==> src/rtl/lsm_pkg.sv <==
package lsm_pkg;
   typedef enum logic [1:0] {
      ST_IDLE = 2'd0,
      ST_XFER = 2'd1,
      ST_DONE = 2'd2
   } lsm_state_e;
endpackage

==> src/rtl/lsm_pick.sv <==
// Picks the next register index from the remaining mask: lowest set bit when
// walking upward, highest set bit when walking downward.
module lsm_pick #(
   parameter int NREG  = 16,
   parameter int IDX_W = $clog2(NREG)
) (
   input  logic [NREG-1:0]  mask_i,
   input  logic             up_i,
   output logic [IDX_W-1:0] idx_o,
   output logic             any_o
);
   logic [IDX_W-1:0] lo_idx;
   logic [IDX_W-1:0] hi_idx;

   always_comb begin
      lo_idx = '0;
      for (int i = NREG-1; i >= 0; i--)
         if (mask_i[i]) lo_idx = IDX_W'(i);
   end

   always_comb begin
      hi_idx = '0;
      for (int i = 0; i < NREG; i++)
         if (mask_i[i]) hi_idx = IDX_W'(i);
   end

   assign idx_o = up_i ? lo_idx : hi_idx;
   assign any_o = |mask_i;
endmodule

==> src/rtl/lsm_step.sv <==
// Address stepper: one word stride up or down.
module lsm_step #(
   parameter int ADDR_W = 32,
   parameter int STEP   = 4
) (
   input  logic [ADDR_W-1:0] addr_i,
   input  logic              up_i,
   output logic [ADDR_W-1:0] addr_o
);
   localparam logic [ADDR_W-1:0] STRIDE = ADDR_W'(STEP);
   assign addr_o = up_i ? (addr_i + STRIDE) : (addr_i - STRIDE);
endmodule

==> src/rtl/lsm_seq.sv <==
module lsm_seq #(
   parameter int NREG   = 16,
   parameter int ADDR_W = 32,
   parameter int STEP   = 4,
   parameter int IDX_W  = $clog2(NREG)
) (
   input  logic              clk,
   input  logic              rst_n,
   input  logic              start_i,
   input  logic [NREG-1:0]   list_i,
   input  logic [ADDR_W-1:0] base_i,
   input  logic              pre_i,
   input  logic              up_i,
   input  logic              wb_i,
   input  logic              load_i,
   input  logic              priv_i,
   output logic              req_o,
   output logic              req_we_o,
   output logic [IDX_W-1:0]  req_idx_o,
   output logic [ADDR_W-1:0] req_addr_o,
   input  logic              ready_i,
   output logic              done_o,
   output logic              trap_o,
   output logic [ADDR_W-1:0] final_addr_o,
   output logic              wb_o
);
   import lsm_pkg::*;

   localparam int TOP_IDX = NREG - 1;

   generate
      if (NREG < 2) begin : g_bad_nreg
         $error("lsm_seq: NREG must be at least 2");
      end
      if (STEP < 1) begin : g_bad_step
         $error("lsm_seq: STEP must be positive");
      end
      if (ADDR_W < 2) begin : g_bad_addr
         $error("lsm_seq: ADDR_W too small");
      end
   endgenerate

   lsm_state_e        state_q;
   logic [NREG-1:0]   mask_q;
   logic [ADDR_W-1:0] addr_q;
   logic              up_q, pre_q, load_q, wb_q, trap_q;

   logic [IDX_W-1:0]  pick_idx;
   logic              pick_any;
   logic [ADDR_W-1:0] step_addr;
   logic [NREG-1:0]   mask_nx;
   logic              illegal;

   lsm_pick #(.NREG(NREG), .IDX_W(IDX_W)) u_pick (
      .mask_i (mask_q),
      .up_i   (up_q),
      .idx_o  (pick_idx),
      .any_o  (pick_any)
   );

   lsm_step #(.ADDR_W(ADDR_W), .STEP(STEP)) u_step (
      .addr_i (addr_q),
      .up_i   (up_q),
      .addr_o (step_addr)
   );

   always_comb begin
      mask_nx = mask_q;
      mask_nx[pick_idx] = 1'b0;
   end

   assign illegal = list_i[TOP_IDX] | priv_i;

   always_ff @(posedge clk or negedge rst_n) begin
      if (!rst_n) begin
         state_q <= ST_IDLE;
         mask_q  <= '0;
         addr_q  <= '0;
         up_q    <= 1'b0;
         pre_q   <= 1'b0;
         load_q  <= 1'b0;
         wb_q    <= 1'b0;
         trap_q  <= 1'b0;
      end else begin
         unique case (state_q)
            ST_IDLE: begin
               if (start_i) begin
                  up_q   <= up_i;
                  pre_q  <= pre_i;
                  load_q <= load_i;
                  wb_q   <= wb_i;
                  trap_q <= illegal;
                  addr_q <= base_i;
                  mask_q <= illegal ? '0 : list_i;
                  state_q <= (illegal || list_i == '0) ? ST_DONE : ST_XFER;
               end
            end
            ST_XFER: begin
               if (ready_i && pick_any) begin
                  mask_q <= mask_nx;
                  addr_q <= step_addr;
                  if (mask_nx == '0) state_q <= ST_DONE;
               end
            end
            ST_DONE: state_q <= ST_IDLE;
            default: state_q <= ST_IDLE;
         endcase
      end
   end

   assign req_o        = (state_q == ST_XFER);
   assign req_we_o     = req_o & ~load_q;
   assign req_idx_o    = pick_idx;
   assign req_addr_o   = pre_q ? step_addr : addr_q;
   assign done_o       = (state_q == ST_DONE);
   assign trap_o       = done_o & trap_q;
   assign final_addr_o = addr_q;
   assign wb_o         = done_o & wb_q & ~trap_q;
endmodule

==> config.mk <==
export PLATFORM = sky130hd
export DESIGN_NAME = lsm_seq
export DESIGN_NICKNAME = d
export VERILOG_FILES = /design/src/rtl/lsm_pkg.sv /design/src/rtl/lsm_pick.sv /design/src/rtl/lsm_step.sv /design/src/rtl/lsm_seq.sv
export SDC_FILE = /design/constraint.sdc
export NUM_CORES = 1
export LEC_CHECK = 0
export CORE_MARGIN = 1.5
export CORE_UTILIZATION = 46
export CTS_CLUSTER_DIAMETER = 60
export DETAILED_ROUTE_END_ITERATION = 8
export HOLD_SLACK_MARGIN = 0.03
export PLACE_DENSITY = 0.78
export SYNTH_ARGS = -nofsm -noshare
export SYNTH_HDL_FRONTEND = slang
export SYNTH_HIERARCHICAL = 1
export SYNTH_SLANG_ARGS = --single-unit
==> constraint.sdc <==
create_clock -name clk -period 3.3 [get_ports clk]
set_input_delay 0.33 -clock clk [delete_from_list [all_inputs] [get_ports clk]]
set_output_delay 0.33 -clock clk [all_outputs]
set_load 0.03 [all_outputs]
# After elaboration in Yosys (flattened, before gate mapping)
# Cells that the tools add are included.
[word_totals]
register_bits = 55
latch_bits = 0
mem_bits_rw = 0
mem_bits_ro = 0
input_bits = 57
output_inout_bits = 73
elab_cells = 85
memories = 0
[classes]
add_sub_neg = 2
n_mul = 0
div = 0
magnitude_cmp = 2
n_eq_ne = 5
shift = 0
n_mux = 48
n_bitwise = 9
n_reduce_logical = 11
[ops]
columns = ["op", "n"]
rows = [
  ["$mux W32", 4],
  ["$mux W4", 25],
  ["$pmux W32 S2", 1],
  ["$mux W16", 3],
  ["$add A32 B3 Y32 const B", 1],
  ["$logic_not A16 Y1", 2],
  ["$pmux W16 S2", 1],
  ["$sub A32 B3 Y32 const B", 1],
  ["$and A16 B16 Y16", 1],
  ["$not A16 Y16", 1],
  ["$reduce_or A16 Y1", 1],
  ["$mux W2", 6],
  ["$mux W3", 4],
  ["$reduce_and A3 Y1", 2],
  ["$lt A4 B5 Y1 const B", 1],
  ["$and A1 B1 Y1", 4],
  ["$demux W1 S4", 1],
  ["$ge A4 B1 Y1 const B", 1],
  ["$ne A2 B1 Y1 const B", 2],
  ["$pmux W2 S2", 1],
  ["$eq A2 B1 Y1 const B", 1],
  ["$eq A2 B2 Y1 const B", 1],
  ["$logic_and A1 B1 Y1", 2],
  ["$logic_not A2 Y1", 1],
  ["other kinds (7)", 9],
]

# Logic depth before layout (Yosys ltp)
[logic_depth]
depth_word = 27
depth_mapped = 11
ltp_nobuf = 10

# Hierarchy
# Netlist, hierarchy kept.
[by_module_without_submodules]
columns = ["module", "n_inst", "cells_per_inst", "area_per_inst_um2", "seq_area_each_um2"]
rows = [
  ["lsm_seq", 1, 388, 3231.8, 1376.3],
  ["lsm_step", 1, 262, 1833.0, 0.0],
  ["lsm_pick", 1, 50, 286.5, 0.0],
]

# Worst setup path before layout
# Ideal clock, no wire load.
[synth_timing]
path_type = "register -> output"
from = "reg up_q"
to = "out req_addr_o[31]"
arrival_ps = 3025
required_time_ps = 2970
slack_ps = -55
stages_incl_launch_ff = 10
path_buffers = 1
path_cell_list = "dfrtp_1 -> inv_1 -> ha_1 -> buf_6 -> a21oi_2 -> o21ai_1 -> a221oi_1 -> or4b_1 -> and3_1 -> mux2_2"
[synth_between]
elab_chain_cells = 2
[synth_rtl]
columns = ["item", "line_no", "rtl"]
rows = [
  ["from (decl)", "lsm_seq.sv:46", "logic up_q, pre_q, load_q, wb_q, trap_q;"],
  ["from (signal assigned)", "lsm_seq.sv:88", "up_q <= up_i;"],
  ["$mux W32", "lsm_step.sv:11", "assign addr_o = up_i ? (addr_i + STRIDE) : (addr_i - STRIDE);"],
  ["named net step_addr[31]", "lsm_seq.sv:50", "logic [ADDR_W-1:0] step_addr;"],
  ["$mux W32", "lsm_seq.sv:114", "assign req_addr_o = pre_q ? step_addr : addr_q;"],
  ["to (decl)", "lsm_seq.sv:20", "output logic [ADDR_W-1:0] req_addr_o,"],
]
# The timed path passes the listed nets, and every way through them passes these cells.

# Worst setup path after layout
[layout_timing]
from = "reg up_q"
to = "out req_addr_o[30]"
# Same word-level chain as after synthesis.

==> key figures <==
Timing
  • Final Hold Vio Count: 0
  • Setup WS post-layout: -0.223 ns
  • Setup TNS: -1.84 ns
  • Max-slew headroom: 35.4%
  • RSZ-0062 raised after global routing: yes
  • Final Cycle Share: 107%
  • Fin. max-slew vios: 0
  • Slew @ Worst Pin: between 0.9 and 1 ns
  • Fmax: 284 MHz
  • Final Critical Period: 3.52 ns
  • Post-Route Skew: 0.0124 ns
  • Endpoints failing setup: 17

Critical path
  • CP Max Fanout: 10
  • Worst Setup Path Type: reg2out
  • WP data required: 2.97 ns
  • Worst-case reg-to-reg path depth: 9
  • R2R Setup Slk: 0.31 ns
  • WP data arrival: 3.19 ns
  • CP endpoint kind: output pin
  • Crit path launch type: register

Global routing
  • Initial antenna violation count: 0
  • First-pass GRT wire length: 30500 µm
  • Largest net degree at the start of global routing: 67
  • Vias in the first global route: 6422
  • Global-route usage over all layers: between 20% and 30%
  • GR Overflow Total: 0

Run status
  • Status: finished, violations left
  • Violated checks: setup timing

Layout
  • Share of post-route cells with drive strength above 1: 30.4%
  • Commonest non-fill, non-tap cell in the layout: nand2_1
  • Commonest non-fill, non-tap cells in the layout: nand2_1, buf_4, clkdlybuf4s50_1, nor2_1, dfrtp_1
  • Final Core Density: between 70% and 80%
  • N_diodes: 0
  • Fin nets: 1002
  • Area growth syn-to-layout: 54.8%

Clock tree
  • CTS tree: yes
  • Clock transition at path regs: 0.08 ns
  • CTS Buffer Depth: 2
  • CTS Buf Count: 5
  • Clock sinks: 55
  • Clk_lat worst skew: ~0.32 ns
  • H-tree Lvls: 2
  • Hold_buf cts: 0
  • Clk Tree Root Cell: clkbuf_16

Route
  • DR iter-0 viols: ~480
  • Final ANT Viol Nets: 0
  • # DRC: 0
  • Vias: 6402
  • Pre-Repair DR Iteration Count: 5
  • Final wirelength: around 19000 µm
  • Vias/cell: 6.04
  • Wirelength per Cell: between 15 and 20 µm

Logic synthesis
  • Average size of a mapped cell: 7.64 µm²
  • Synth warn: 6
  • Main synth FF type: dfrtp_1
  • Syn Nets: just under 800
  • Yosys cell types: just under 80
  • Yosys top cell area share: 25.7%
  • Synthesized cell area: 0.00535 mm²
  • Sequential cell area fraction in the yosys report: 25.7%
  • Largest cells by area after synthesis: dfrtp_1, nand2_1, mux2_2
  • FFs w/ async S/R, synth: 100%
  • EDFF count, synth: 0
  • Post-Synthesis Cells: 700
  • Yosys top cell by area: dfrtp_1
  • Synthesized flop and latch total: 55

Place
  • Port bufs: 129
  • Post-DP HPWL: ~14000 µm
  • GPL Wtd Cong: ~0.96
  • Place WS: -0.182 ns

Die
  • Die Ht: 111 µm
  • Core Box Area: about 0.011 mm²
  • # IOs: 130
  • Starting Density: 47.1%
  • Die width: 111 µm
  • Die footprint: 0.0123 mm²
  • Rows: 39

Hold path
  • Worst Hold Class: in2async

Job
  • Max_cap viols: 0
## path summary, 6_finish.rpt
path | startpoint | end
setup / recovery | up_q | req_addr_o[30]
hold / removal | rst_n | trap_q
setup reg to reg | mask_q[3] | state_q[1]
hold reg to reg | pre_q | pre_q
max in group asynchronous | rst_n | final_addr_o[16]
min in group clk | pre_q | pre_q
## cells in the mapped netlist (6+ instances only)
cell type / count
nand2_1: 135
clkbuf_1: 16
nand2b_1: 6
xor2_1: 7
nand3_1: 12
ha_1: 28
nor2_1: 75
nor4_1: 7
inv_1: 18
o211ai_1: 6
o21ai_0: 32
nor3_1: 10
buf_2: 14
nand4_1: 12
a21oi_1: 43
mux2_2: 33
xnor2_1: 15
a31oi_1: 46
a21o_1: 11
dfrtp_1: 55
## sequential cells by signal, indices dropped and copies added (netlist names)
signal        cells
trap_q            1
state_q           2
load_q            1
mask_q           16
wb_q              1
pre_q             1
up_q              1
final_addr_o     32
## critical path, stage by stage (launching register included)
cell,delay [ns]
dfrtp_2,0.39
clkinvlp_4,0.15
buf_12,0.16
buf_16,0.16
ha_1,0.35
buf_4,0.18
a21oi_4,0.13
o21ai_2,0.09
a211o_1,0.33
and2_0,0.15
o41a_1,0.41
nand3_2,0.09
mux2_4,0.15
buf_6,0.12
## metal layers
metal  share of wire [%]  vias to the layer above  GRT usage [%]
met1                  39                     3048           33.7
met2                  51                      305           55.4
met5                   0                        -              0
li1                    -                     2985              -
met4                 3.7                        0           12.1
met3                 6.7                       64           5.69
## timing repair
item	4_1_cts	5_1_grt
gates resized for setup	77	52
setup endpoints to repair	16	23
gates cloned	1	0
pin swaps	18	23
setup buffers	2	7
endpoints found under the hold margin	0	0
## metrics by stage
step,cells,hold WS (ns),instance area [µm²]
6_report,1060,0.171,8280
5_1_grt,1060,0.251,8280
4_1_cts,1053,0.199,7940
3_3_place_gp,1042,0.459,7440
3_5_place_dp,1042,0.458,7440
2_1_floorplan,700,0.0344,5370
## area by class of cell
cell class	instances	area [µm²]
Sequential cell	55	1380
Inverter	19	75.1
Clock buffer	6	129
Multi-Input combinational cell	586	4230
Timing Repair Buffer	249	2230
Tap cell	143	179
Clock inverter	2	60.1
Fill cell	813	3090
## cells by family (layout without fill, tap and decap cells)
group / after synthesis / count (layout) / share of synthesized area, %
AOI/OAI and AO/OA: 200 / 200 / 25.0
buffers and inverters: 59 / 276 / 5.31
adders and majority gates: 29 / 29 / 6.92
xor gates and xnor gates: 22 / 22 / 3.60
and+or+nand+nor: 297 / 297 / 25.5
muxes: 38 / 38 / 7.90
DFF: 55 / 55 / 25.7
Power is not shown: default switching activity piles up to over one toggle a cycle in this logic, so the estimate is an artifact.
